**config.mk**
```make
export PLATFORM = sky130hd
export DESIGN_NAME = own_dir_ctrl
export DESIGN_NICKNAME = d
export VERILOG_FILES = /design/src/rtl/own_dir_pkg.sv /design/src/rtl/own_cmd_fifo.sv /design/src/rtl/own_rr_arb.sv /design/src/rtl/own_dir_ctrl.sv
export SDC_FILE = /design/constraint.sdc
export NUM_CORES = 2
export LEC_CHECK = 0
export BUFFER_PORTS_ARGS = -buffer_cell sky130_fd_sc_hd__buf_2
export CAP_MARGIN = 20
export CORE_AREA = 2 2 227 341
export DETAILED_ROUTE_END_ITERATION = 6
export DIE_AREA = 0 0 229 343
export MAX_ROUTING_LAYER = met4
export SETUP_SLACK_MARGIN = 0.4
export SYNTH_ARGS = -nofsm -noshare
export SYNTH_HDL_FRONTEND = slang
export SYNTH_HIERARCHICAL = 1
export SYNTH_SLANG_ARGS = --single-unit
```
**constraint.sdc**
```tcl
create_clock -name clk -period 6.7 [get_ports clk]
set_input_delay 1.34 -clock clk [delete_from_list [all_inputs] [get_ports clk]]
set_output_delay 1.34 -clock clk [all_outputs]
set_load 0.01 [all_outputs]
```
**src/rtl/own_dir_pkg.sv**
```systemverilog
package own_dir_pkg;
    localparam int NREQ = 3;
    localparam int DW   = 8;
    localparam int CW   = 13;

    typedef enum logic [1:0] {CMD_RD = 2'd0, CMD_RFO = 2'd1, CMD_WB = 2'd2, CMD_RWP = 2'd3} cmd_e;
    typedef enum logic [1:0] {RSP_OK = 2'd0, RSP_RETRY = 2'd1, RSP_ERR = 2'd2} rsp_e;

    typedef struct packed {
        logic [DW-1:0] data;
        logic          fixed;
        logic          dbl;
    } dec_t;

    // Hamming positions 1..12 (powers of two hold checks), position 0 holds overall parity
    function automatic logic [CW-1:0] secded_enc(input logic [DW-1:0] d);
        logic [CW-1:0] c;
        int k;
        c = '0;
        k = 0;
        for (int p = 1; p < CW; p++) begin
            if ((p & (p - 1)) != 0) begin
                c[p] = d[k];
                k++;
            end
        end
        for (int b = 0; b < 4; b++) begin
            logic par;
            par = 1'b0;
            for (int p = 1; p < CW; p++) begin
                if (((p >> b) & 1) == 1) par = par ^ c[p];
            end
            c[1 << b] = par;
        end
        c[0] = ^c[CW-1:1];
        return c;
    endfunction

    function automatic dec_t secded_dec(input logic [CW-1:0] c);
        dec_t r;
        logic [3:0] s;
        logic [CW-1:0] cc;
        int k;
        s = '0;
        for (int p = 1; p < CW; p++) begin
            if (c[p]) s = s ^ 4'(p);
        end
        cc = c;
        r.fixed = 1'b0;
        r.dbl   = 1'b0;
        if (^c) begin
            if (int'(s) < CW) begin
                cc[s] = ~cc[s];
                r.fixed = 1'b1;
            end else begin
                r.dbl = 1'b1;
            end
        end else if (s != 4'd0) begin
            r.dbl = 1'b1;
        end
        k = 0;
        r.data = '0;
        for (int p = 1; p < CW; p++) begin
            if ((p & (p - 1)) != 0) begin
                r.data[k] = cc[p];
                k++;
            end
        end
        return r;
    endfunction
endpackage

```
**src/rtl/own_cmd_fifo.sv**
```systemverilog
module own_cmd_fifo #(
    parameter int W     = 10,
    parameter int DEPTH = 4
) (
    input  logic         clk,
    input  logic         rst_n,
    input  logic         push,
    input  logic [W-1:0] din,
    input  logic         pop,
    output logic [W-1:0] dout,
    output logic         full,
    output logic         empty
);
    localparam int AW = (DEPTH > 1) ? $clog2(DEPTH) : 1;

    logic [W-1:0]  mem [DEPTH];
    logic [AW-1:0] wp_q, rp_q;
    logic [AW:0]   cnt_q;

    assign full  = (cnt_q == (AW+1)'(DEPTH));
    assign empty = (cnt_q == '0);
    assign dout  = mem[rp_q];

    always_ff @(posedge clk or negedge rst_n) begin
        if (!rst_n) begin
            wp_q  <= '0;
            rp_q  <= '0;
            cnt_q <= '0;
        end else begin
            if (push) begin
                mem[wp_q] <= din;
                wp_q      <= wp_q + 1'b1;
            end
            if (pop) rp_q <= rp_q + 1'b1;
            if (push && !pop) cnt_q <= cnt_q + 1'b1;
            else if (pop && !push) cnt_q <= cnt_q - 1'b1;
        end
    end

    // the state machine never pops a queue that is empty
    assert_no_underflow_R8: assert property (@(posedge clk) disable iff (!rst_n) pop |-> !empty);
    // a push is never taken while the queue is full
    assert_no_overflow_R8: assert property (@(posedge clk) disable iff (!rst_n) full |-> !push);
endmodule

```
**src/rtl/own_rr_arb.sv**
```systemverilog
module own_rr_arb #(
    parameter int N = 3
) (
    input  logic         clk,
    input  logic         rst_n,
    input  logic [N-1:0] req,
    input  logic         adv,
    output logic [N-1:0] gnt
);
    localparam int IW = (N > 1) ? $clog2(N) : 1;

    logic [IW-1:0] last_q;

    always_comb begin
        logic found;
        found = 1'b0;
        gnt   = '0;
        for (int off = 1; off <= N; off++) begin
            int idx;
            idx = (int'(last_q) + off) % N;
            if (!found && req[idx]) begin
                gnt[idx] = 1'b1;
                found    = 1'b1;
            end
        end
    end

    always_ff @(posedge clk or negedge rst_n) begin
        if (!rst_n) begin
            last_q <= IW'(N - 1);
        end else if (adv) begin
            for (int i = 0; i < N; i++) begin
                if (gnt[i]) last_q <= IW'(i);
            end
        end
    end

    // at most one requester holds the grant
    assert_onehot_R7: assert property (@(posedge clk) disable iff (!rst_n) $onehot0(gnt));
    // a grant only goes to a requester that is asking
    assert_grant_req_R7: assert property (@(posedge clk) disable iff (!rst_n) (gnt & ~req) == '0);
endmodule

```
**src/rtl/own_dir_ctrl.sv**
```systemverilog
module own_dir_ctrl
    import own_dir_pkg::*;
#(
    parameter int LINE_W = 8,
    parameter int QDEPTH = 4
) (
    input  logic                     clk,
    input  logic                     rst_n,
    input  logic [NREQ-1:0]          req_valid,
    input  logic [2*NREQ-1:0]        req_cmd,
    input  logic [NREQ*LINE_W-1:0]   req_line,
    output logic [NREQ-1:0]          req_ready,
    input  logic                     inj_en,
    input  logic [LINE_W-4:0]        inj_word,
    input  logic [CW-1:0]            inj_mask,
    output logic                     rsp_valid,
    output logic [1:0]               rsp_id,
    output logic [LINE_W-1:0]        rsp_line,
    output logic [1:0]               rsp_code,
    output logic                     rsp_fixed,
    output logic                     dbl_err
);
    localparam int WAW    = LINE_W - 3;
    localparam int NWORDS = 1 << WAW;
    localparam int FW     = 2 + LINE_W;

    typedef enum logic [1:0] {S_IDLE = 2'd0, S_LOOKUP = 2'd1, S_RESP = 2'd2} state_e;

    state_e state_q, state_d;

    logic [NREQ-1:0] q_full, q_empty, q_pop, gnt;
    logic [FW-1:0]   q_dout [NREQ];

    for (genvar g = 0; g < NREQ; g++) begin : g_queue
        own_cmd_fifo #(.W(FW), .DEPTH(QDEPTH)) u_q (
            .clk  (clk),
            .rst_n(rst_n),
            .push (req_valid[g] && !q_full[g]),
            .din  ({req_cmd[2*g +: 2], req_line[g*LINE_W +: LINE_W]}),
            .pop  (q_pop[g]),
            .dout (q_dout[g]),
            .full (q_full[g]),
            .empty(q_empty[g])
        );
        assign req_ready[g] = !q_full[g];
    end

    own_rr_arb #(.N(NREQ)) u_arb (
        .clk  (clk),
        .rst_n(rst_n),
        .req  (~q_empty),
        .adv  (state_q == S_IDLE),
        .gnt  (gnt)
    );

    logic [CW-1:0]     store [NWORDS];
    logic [1:0]        cur_id;
    cmd_e              cur_cmd;
    logic [LINE_W-1:0] cur_line;
    logic [WAW-1:0]    cur_word;
    logic [2:0]        cur_bit;
    dec_t              dec;
    logic [DW-1:0]     new_data;
    rsp_e              code_d;
    logic              wr_en;
    logic [1:0]        rsp_code_q;
    logic              fixed_q, dbl_q;

    assign cur_word = cur_line[LINE_W-1:3];
    assign cur_bit  = cur_line[2:0];
    assign dec      = secded_dec(store[cur_word]);

    // State register
    always_ff @(posedge clk or negedge rst_n) begin
        if (!rst_n) state_q <= S_IDLE;
        else        state_q <= state_d;
    end

    // Next state and control outputs
    always_comb begin
        state_d   = state_q;
        q_pop     = '0;
        wr_en     = 1'b0;
        rsp_valid = 1'b0;
        unique case (state_q)
            S_IDLE: begin
                q_pop = gnt;
                if (|gnt) state_d = S_LOOKUP;
            end
            S_LOOKUP: begin
                wr_en   = !dec.dbl;
                state_d = S_RESP;
            end
            S_RESP: begin
                rsp_valid = 1'b1;
                state_d   = S_IDLE;
            end
            default: state_d = S_IDLE;
        endcase
    end

    // Ownership decision on the corrected word
    always_comb begin
        new_data = dec.data;
        code_d   = RSP_OK;
        if (dec.dbl) begin
            code_d = RSP_ERR;
        end else begin
            unique case (cur_cmd)
                CMD_RD:  code_d = dec.data[cur_bit] ? RSP_RETRY : RSP_OK;
                CMD_RFO: begin
                    if (dec.data[cur_bit]) code_d = RSP_RETRY;
                    else new_data[cur_bit] = 1'b1;
                end
                CMD_WB, CMD_RWP: new_data[cur_bit] = 1'b0;
                default: code_d = RSP_OK;
            endcase
        end
    end

    always_ff @(posedge clk or negedge rst_n) begin
        if (!rst_n) begin
            cur_id     <= '0;
            cur_cmd    <= CMD_RD;
            cur_line   <= '0;
            rsp_code_q <= '0;
            fixed_q    <= 1'b0;
            dbl_q      <= 1'b0;
        end else begin
            if (state_q == S_IDLE) begin
                for (int i = 0; i < NREQ; i++) begin
                    if (gnt[i]) begin
                        cur_id   <= 2'(i);
                        cur_cmd  <= cmd_e'(q_dout[i][FW-1 -: 2]);
                        cur_line <= q_dout[i][LINE_W-1:0];
                    end
                end
            end
            if (state_q == S_LOOKUP) begin
                rsp_code_q <= code_d;
                fixed_q    <= dec.fixed;
                dbl_q      <= dec.dbl;
            end
        end
    end

    // Directory array with fault injection; the state machine write wins
    always_ff @(posedge clk or negedge rst_n) begin
        if (!rst_n) begin
            for (int w = 0; w < NWORDS; w++) store[w] <= secded_enc('0);
        end else begin
            if (inj_en) store[inj_word] <= store[inj_word] ^ inj_mask;
            if (wr_en)  store[cur_word] <= secded_enc(new_data);
        end
    end

    assign rsp_id    = cur_id;
    assign rsp_line  = cur_line;
    assign rsp_code  = rsp_valid ? rsp_code_q : 2'd0;
    assign rsp_fixed = rsp_valid && fixed_q;
    assign dbl_err   = rsp_valid && dbl_q;

    // a response lasts exactly one cycle
    assert_one_pulse_R6: assert property (@(posedge clk) disable iff (!rst_n) rsp_valid |=> !rsp_valid);
    // an uncorrectable error is reported with the ERR code
    assert_dbl_code_R10: assert property (@(posedge clk) disable iff (!rst_n)
        dbl_err |-> (rsp_code == 2'd2));
    // a word written back by the lookup decodes clean afterwards
    assert_clean_wb_R9: assert property (@(posedge clk) disable iff (!rst_n)
        (state_q == S_RESP && $past(wr_en) && !$past(inj_en)) |-> (!dec.fixed && !dec.dbl));
    // a RETRY never comes with an ECC error flag
    assert_retry_clean_R3: assert property (@(posedge clk) disable iff (!rst_n)
        (rsp_valid && rsp_code == 2'd1) |-> !dbl_err);
endmodule

```
After elaboration in Yosys (flattened, before gate mapping)
Memories as Yosys holds them, arrays and structs flattened.
Index checks and enable logic that the tools add are counted.

cells by class
  add/subtract/negate cells = 21
  divide/modulo/power cells = 3
  magnitude comparators = 22
  equal/unequal tests = 9
  muxes and demuxes = 149
  bitwise operators = 38
  reductions and logical operators = 51

operators by type and width
  operator                 count
  $bwmux W416              2
  $mux W416                2
  $lt A32 B5 Y1 const B    7
  $mux W32                 7
  $add A32 B2 Y32 const B  6
  $bmux W13 S5             2
  $demux W13 S5            2
  $mux W13                 8
  $ge A32 B1 Y1 const B    3
  $lt A32 B4 Y1 const B    3
  $mod A32 B3 Y32 const B  3
  $mux W1                  71
  $mux W3                  14
  $mux W8                  5
  $bmux W1 S3              8
  $logic_and A1 B1 Y1      23
  $mux W2                  11
  $mux W4                  5
  $xor A1 B1 Y1            17
  $pmux W8 S2              1
  $bwmux W13               1
  $reduce_xor A13 Y1       1
  $xor A13 B13 Y13         1
  $add A2 B1 Y2 const B    6
  other kinds (40)         84

storage, ports and cells
  register bits after elaboration = 457
  bits in writable memories = 120
  input port bits = 54
  logic and storage cells = 345
  memories kept = 3

memory list
  memory              depth  width  rd ports  clocked after memory_dff  write ports  RTL line            source
  g_queue[0].u_q.mem  4      10     1         0                         1            own_cmd_fifo.sv:16  logic [W-1:0] mem [DEPTH];
  g_queue[1].u_q.mem  4      10     1         0                         1            own_cmd_fifo.sv:16
  g_queue[2].u_q.mem  4      10     1         0                         1            own_cmd_fifo.sv:16

Longest topological paths before layout
  depth in word-level cells = 51
  gate-level depth with buffers = 22
  depth with buffers taken out = 15

Modules after synthesis
Netlist, hierarchy kept.

modules (own cells, without submodules)
  module        instances  cells an instance  area each (um^2)  seq. area each (um^2)
  own_dir_ctrl  1          3155               27827.9           10835.4
  own_cmd_fifo  3          86                 1840.5            1376.3
  own_rr_arb    1          43                 332.8             51.3

Least setup slack after synthesis
No wires, ideal clock.

  path kind = reg-to-reg
  from = register cur_line[4] (netlist: rsp_line[4])
  to = register store[403] (netlist bit)
  arrival time = 4.924 ns
  data required time = 6.623 ns
  path slack = 1.698 ns
  stages on the path, launching flop included = 21
  path buffers = 5
  clock period less this slack = 5.002 ns
  cell sequence = dfrtp_1 -> buf_2 -> buf_4 -> buf_2 -> mux2i_1 -> o22ai_1 -> nor4_1 -> nand2_4 -> xor2_2 -> xor2_2 -> xor2_2 -> mux2_2 -> o21ai_2 -> o221ai_1 -> a2111oi_0 -> a21bo_1 -> buf_4 -> xor2_2 -> xnor3_2 -> buf_6 -> a21oi_1

on the way
  cells in the longest elaborated chain, start to end = 48

ends and longest elaborated chain
  element                                      RTL line                                 source
  from (decl)                                  own_dir_ctrl.sv:59                       logic [LINE_W-1:0] cur_line;
  from (signal assigned)                       own_dir_ctrl.sv:135                      cur_line <= q_dout[i][LINE_W-1:0];
  $not A5 Y6 (not written as such) (*)         own_dir_ctrl.sv:71, own_dir_ctrl.sv:153
  $bmux W13 S5                                 own_dir_ctrl.sv:71                       assign dec = secded_dec(store[cur_word]);
  $mux W13 (not written as such) (2 in a row)  own_dir_ctrl.sv:71
  $mux W1                                      own_dir_pkg.sv:46                        if (c[p]) s = s ^ 4'(p);
  $mux W2                                      own_dir_pkg.sv:46
  $not A2 Y2 (no source line)                  --
  $mux W2                                      own_dir_pkg.sv:46
  $mux W3                                      own_dir_pkg.sv:46
  (+31 left out)                               --
  $mux W1                                      own_dir_ctrl.sv:153                      if (wr_en) store[cur_word] <= secded_enc(new_data);
  $xor A1 B1 Y1                                own_dir_pkg.sv:31                        if (((p >> b) & 1) == 1) par = par ^ c[p];
  $mux W1                                      own_dir_ctrl.sv:153
  $xor A1 B1 Y1                                own_dir_pkg.sv:31
  $mux W1                                      own_dir_ctrl.sv:153
  $reduce_xor A12 Y1                           own_dir_pkg.sv:35                        c[0] = ^c[CW-1:1];
  $bwmux W416                                  own_dir_ctrl.sv:153
  $mux W416 (*)                                own_dir_ctrl.sv:153
  to (signal, indexed assignment)              own_dir_ctrl.sv:152                      if (inj_en) store[inj_word] <= store[inj_word] ^ inj_mask;
  to (signal, indexed assignment)              own_dir_ctrl.sv:153
  to (decl)                                    own_dir_ctrl.sv:56                       logic [CW-1:0] store [NWORDS];

Mark *: on every way between the ends. The rest lies on a longest branch, timed or not. The select of a mux whose other input is x is not followed.
A chain may end at the register's enable or synchronous reset.

Worst setup path after layout
  from = register cur_line[3] (netlist: rsp_line[3])
  to = register store[99] (netlist bit)

on the way
  cells in the longest elaborated chain, start to end = 47

ends and longest elaborated chain
  element                                      RTL line
  $not A5 Y6 (not written as such) (*)         own_dir_ctrl.sv:71, own_dir_ctrl.sv:153
  $bmux W13 S5                                 own_dir_ctrl.sv:71
  $mux W13 (not written as such) (2 in a row)  own_dir_ctrl.sv:71
  $mux W1                                      own_dir_pkg.sv:46
  $mux W2                                      own_dir_pkg.sv:46
  $not A2 Y2 (no source line)                  --
  $mux W2                                      own_dir_pkg.sv:46
  $mux W3                                      own_dir_pkg.sv:46
  (+30 left out)                               --
  $xor A1 B1 Y1                                own_dir_pkg.sv:31
  $mux W1                                      own_dir_ctrl.sv:153
  $xor A1 B1 Y1                                own_dir_pkg.sv:31
  $mux W1                                      own_dir_ctrl.sv:153
  $xor A1 B1 Y1                                own_dir_pkg.sv:31
  $mux W1                                      own_dir_ctrl.sv:153
  $bwmux W416                                  own_dir_ctrl.sv:153
  $mux W416 (*)                                own_dir_ctrl.sv:153

Marked as above.

==> metrics.csv <==
metric,value,unit
die_area,78500,um^2
rsz0062_at_grt,false,
synth-edff-count,120,
worstMarginPinSlew,1.33,ns
skew,0.0390,ns
antenna_found_initial,5,
synth_top_cell_by_area,dfrtp_1,
cts_root_buffer,clkbuf_16,
hold_violations,0,
fin_area,38000,um^2
cts_htree_levels,2,
n_fill_cell,7029,
synth_area_leaders,"dfrtp_1 (34%), edfxtp_1 (11%), mux4_2 (8.6%), mux2i_1 (6.6%), nand2_1 (5.3%)",
crit_chain,"nand4b_1, buf_4, o22ai_1, nor4_1, buf_4, nand2_2, xor2_1, xor2_1, buf_4, nor3b_2, o221ai_1, o211ai_1, o31ai_4, o41ai_1, buf_4, o21ai_4, xor2_1, xnor2_2, buf_4, a21oi_1",
wl_per_cell,31.1,um
cts_tree,done,
synth_top_family_by_area,compound AO/OA/AOI/OAI gates,
cp_common_cell,buf_4,
avgSynthCellArea,9.75,um^2
detail-route-antenna-nets,0,
synth_async_sr_flop_share,79.2,%
min_period_over_period,93.0,%
grt_pass1_vias,27534,
start_util,44.5,%
min_period,6.23,ns
slew_violations,0,
gp_congestion,1.08,
die_x,229,um
netlist_top_cells_count,"nand2_1 (473), dfrtp_1 (455), o21ai_0 (334), nor2_1 (328), a21oi_1 (294)",
drive_gt1_share,17.0,%
area.growth.synth_to_final,12.8,%
num_vias,29199,
cpMaxStageDelayCell,nand4b_1,
clock_latency,0.69,ns
vias_per_cell,6.48,
synth_compound_area_share,19.0,%
placed_area,35700,um^2
yosysSeqAreaShare,44.6,%
drt_iter0_markers,3467,
critPathKind,flop to flop,
routed_wl,140,mm
cp.arrival,6.78,ns
dp_hpwl,94.6,mm
cts_buffer_depth,3,
max_stage_delay,0.91,ns
yosysMostFrequentCell,nand2_1,
synthAdderAreaFrac,0.914,%
status,finished clean,
worstPathMaxFanout,8,
yosys.area_share.simple,12.7,%
design.core.area,75700,um^2
netlist_instances,3456,
maxCapViolCount,0,
synthMuxAreaShare,15.8,%
relSlewSlack,11.6,%
cp.required,7.25,ns
yosysWarnings,6,
synth_fp_nets,3532,
clock-sinks,576,
drt-pass1-iter-count,6,
path_delay_family,compound AO/OA/AOI/OAI gates,
num_io_pins,72,
synth_area,33700,um^2
cp-end-kind,flop,
yosysUniqueCellTypes,91,
std_cell_rows,124,
numCtsBuffers,58,
grt_usage,37.4,%
grt_max_degree,155,
place.port_buffers,71,
nets,3522,
overflow,0,
cp.buffers_inverters,5,
max_freq,160,MHz
synth_seq_cells,576,
tns,0,ns
grt_pass1_wl,204,mm
setup.worst_path.start_class,flop,
synth_ff_type,dfrtp_1,
yosys.area.top_type_share,33.8,%
die_h,343,um
synth-xor-area-share,2.60,%
min_path_type,flop to flop,
drc_errors,0,
cts.clk_slew.worst_paths,0.07,ns
finalSetupViolations,0,
[state kept, by name, summed over array words and instances, names as in the netlist]
register,flops
rsp_line,8
state_q,2
rsp_code_q,2
g_queue.u_q/mem,120
u_arb/last_q,2
g_queue.u_q/wp_q,6
cur_cmd,2
fixed_q,1
g_queue.u_q/rp_q,6
g_queue.u_q/cnt_q,9
store,416
rsp_id,2
[cell families after synthesis]
kind of cell	after synthesis
AOI/OAI and AO/OA	1091
xor gates and xnor gates	75
adders and majority gates	23
buffers and inverters	353
DFF	576
muxes	361
and+or+nand+nor	977
[area by class of cell]
class / instances / area, um^2 / area share [%]
Multi-Input combinational cell: 2527 / 17500 / 46.1
Timing Repair Buffer: 248 / 2070 / 5.45
Clock inverter: 36 / 404 / 1.06
Clock buffer: 73 / 1560 / 4.10
Inverter: 35 / 131 / 0.346
Antenna cell: 5 / 12.5 / 0.0329
Sequential cell: 576 / 15000 / 39.5
Tap cell: 1008 / 1260 / 3.32
[worst paths after layout]
check                                         from                      end  cells after the start  slack, ns
max                                    rsp_line[3]                store[99]                     20       0.47
min in group asynchronous                    rst_n   g_queue[2].u_q/wp_q[1]                      1       0.65
min                        g_queue[2].u_q/cnt_q[2]  g_queue[2].u_q/cnt_q[2]                      1       0.48
max in group asynchronous                    rst_n               store[400]                      3       4.21
min reg2reg                g_queue[2].u_q/cnt_q[2]  g_queue[2].u_q/cnt_q[2]                      1       0.48
max reg2reg                            rsp_line[3]                store[99]                     20       0.47
[metal layers]
metal	up-vias	wire (um)	global-route usage, %	part of all wire, %
met4	0	14800	30.0	11
met5	-	0	-	0
met3	512	12900	9.51	9.2
met2	1753	64400	57.0	46
met1	14324	48200	41.6	34
li1	12610	-	-	-
[worst reg2reg max path, cell delays in order, from the launching register on]
cell and delay (ns):
dfrtp_1 0.48, nand4b_1 0.91, buf_4 0.48, o22ai_1 0.45, nor4_1 0.19, buf_4 0.18, nand2_2 0.13, xor2_1 0.25
xor2_1 0.14, buf_4 0.17, nor3b_2 0.35, o221ai_1 0.21, o211ai_1 0.23, o31ai_4 0.17, o41ai_1 0.47, buf_4 0.20
o21ai_4 0.07, xor2_1 0.18, xnor2_2 0.51, buf_4 0.27, a21oi_1 0.08
[layout by cell type, fill, tap and decap left out, types with 8 or more instances in the layout]
cell and count:
mux2i_2 12, xor2_1 21, ha_1 19, o21ai_0 333, xnor2_1 19, buf_16 8
nand4_1 15, and2_1 8, clkinvlp_4 8, o22ai_1 99, o21ai_1 77, and3_1 20
a22oi_1 54, dfrtp_1 454, nor2_1 318, xor2_2 8, xnor2_2 18, mux2i_1 211
nor3_1 13, clkbuf_16 58, mux4_2 128, nand3_1 14, a211oi_1 177, nor2_2 10
edfxtp_1 120, nor2b_1 10, buf_12 16, nor4_2 8, buf_2 68, a21oi_1 294
clkbuf_1 10, nor4_1 22, nand2_1 473, inv_1 34, clkinv_2 11, buf_4 153
[metrics by stage]
step | utilization, % | instances | setup WS [ns] | hold WS, ns
detailed placement | 47.1 | 4383 | 0.314 | 0.470
global route | 50.2 | 4507 | 0.411 | 0.503
floorplan | - | 3456 | 1.70 | 0.430
finish | 50.2 | 4508 | 0.469 | 0.483
global placement | 47.0 | 4380 | 0.394 | 0.471
CTS | 49.7 | 4493 | 0.410 | 0.486
[what timing repair did]
item	4_1_cts	5_1_grt
hold buffers	0	0
buffers inserted	1	4
gates resized for setup	0	28
endpoints found under the setup margin	102	385
gates cloned	0	0
Power is not shown: default switching activity piles up to over one toggle a cycle in this logic, so the estimate is an artifact.
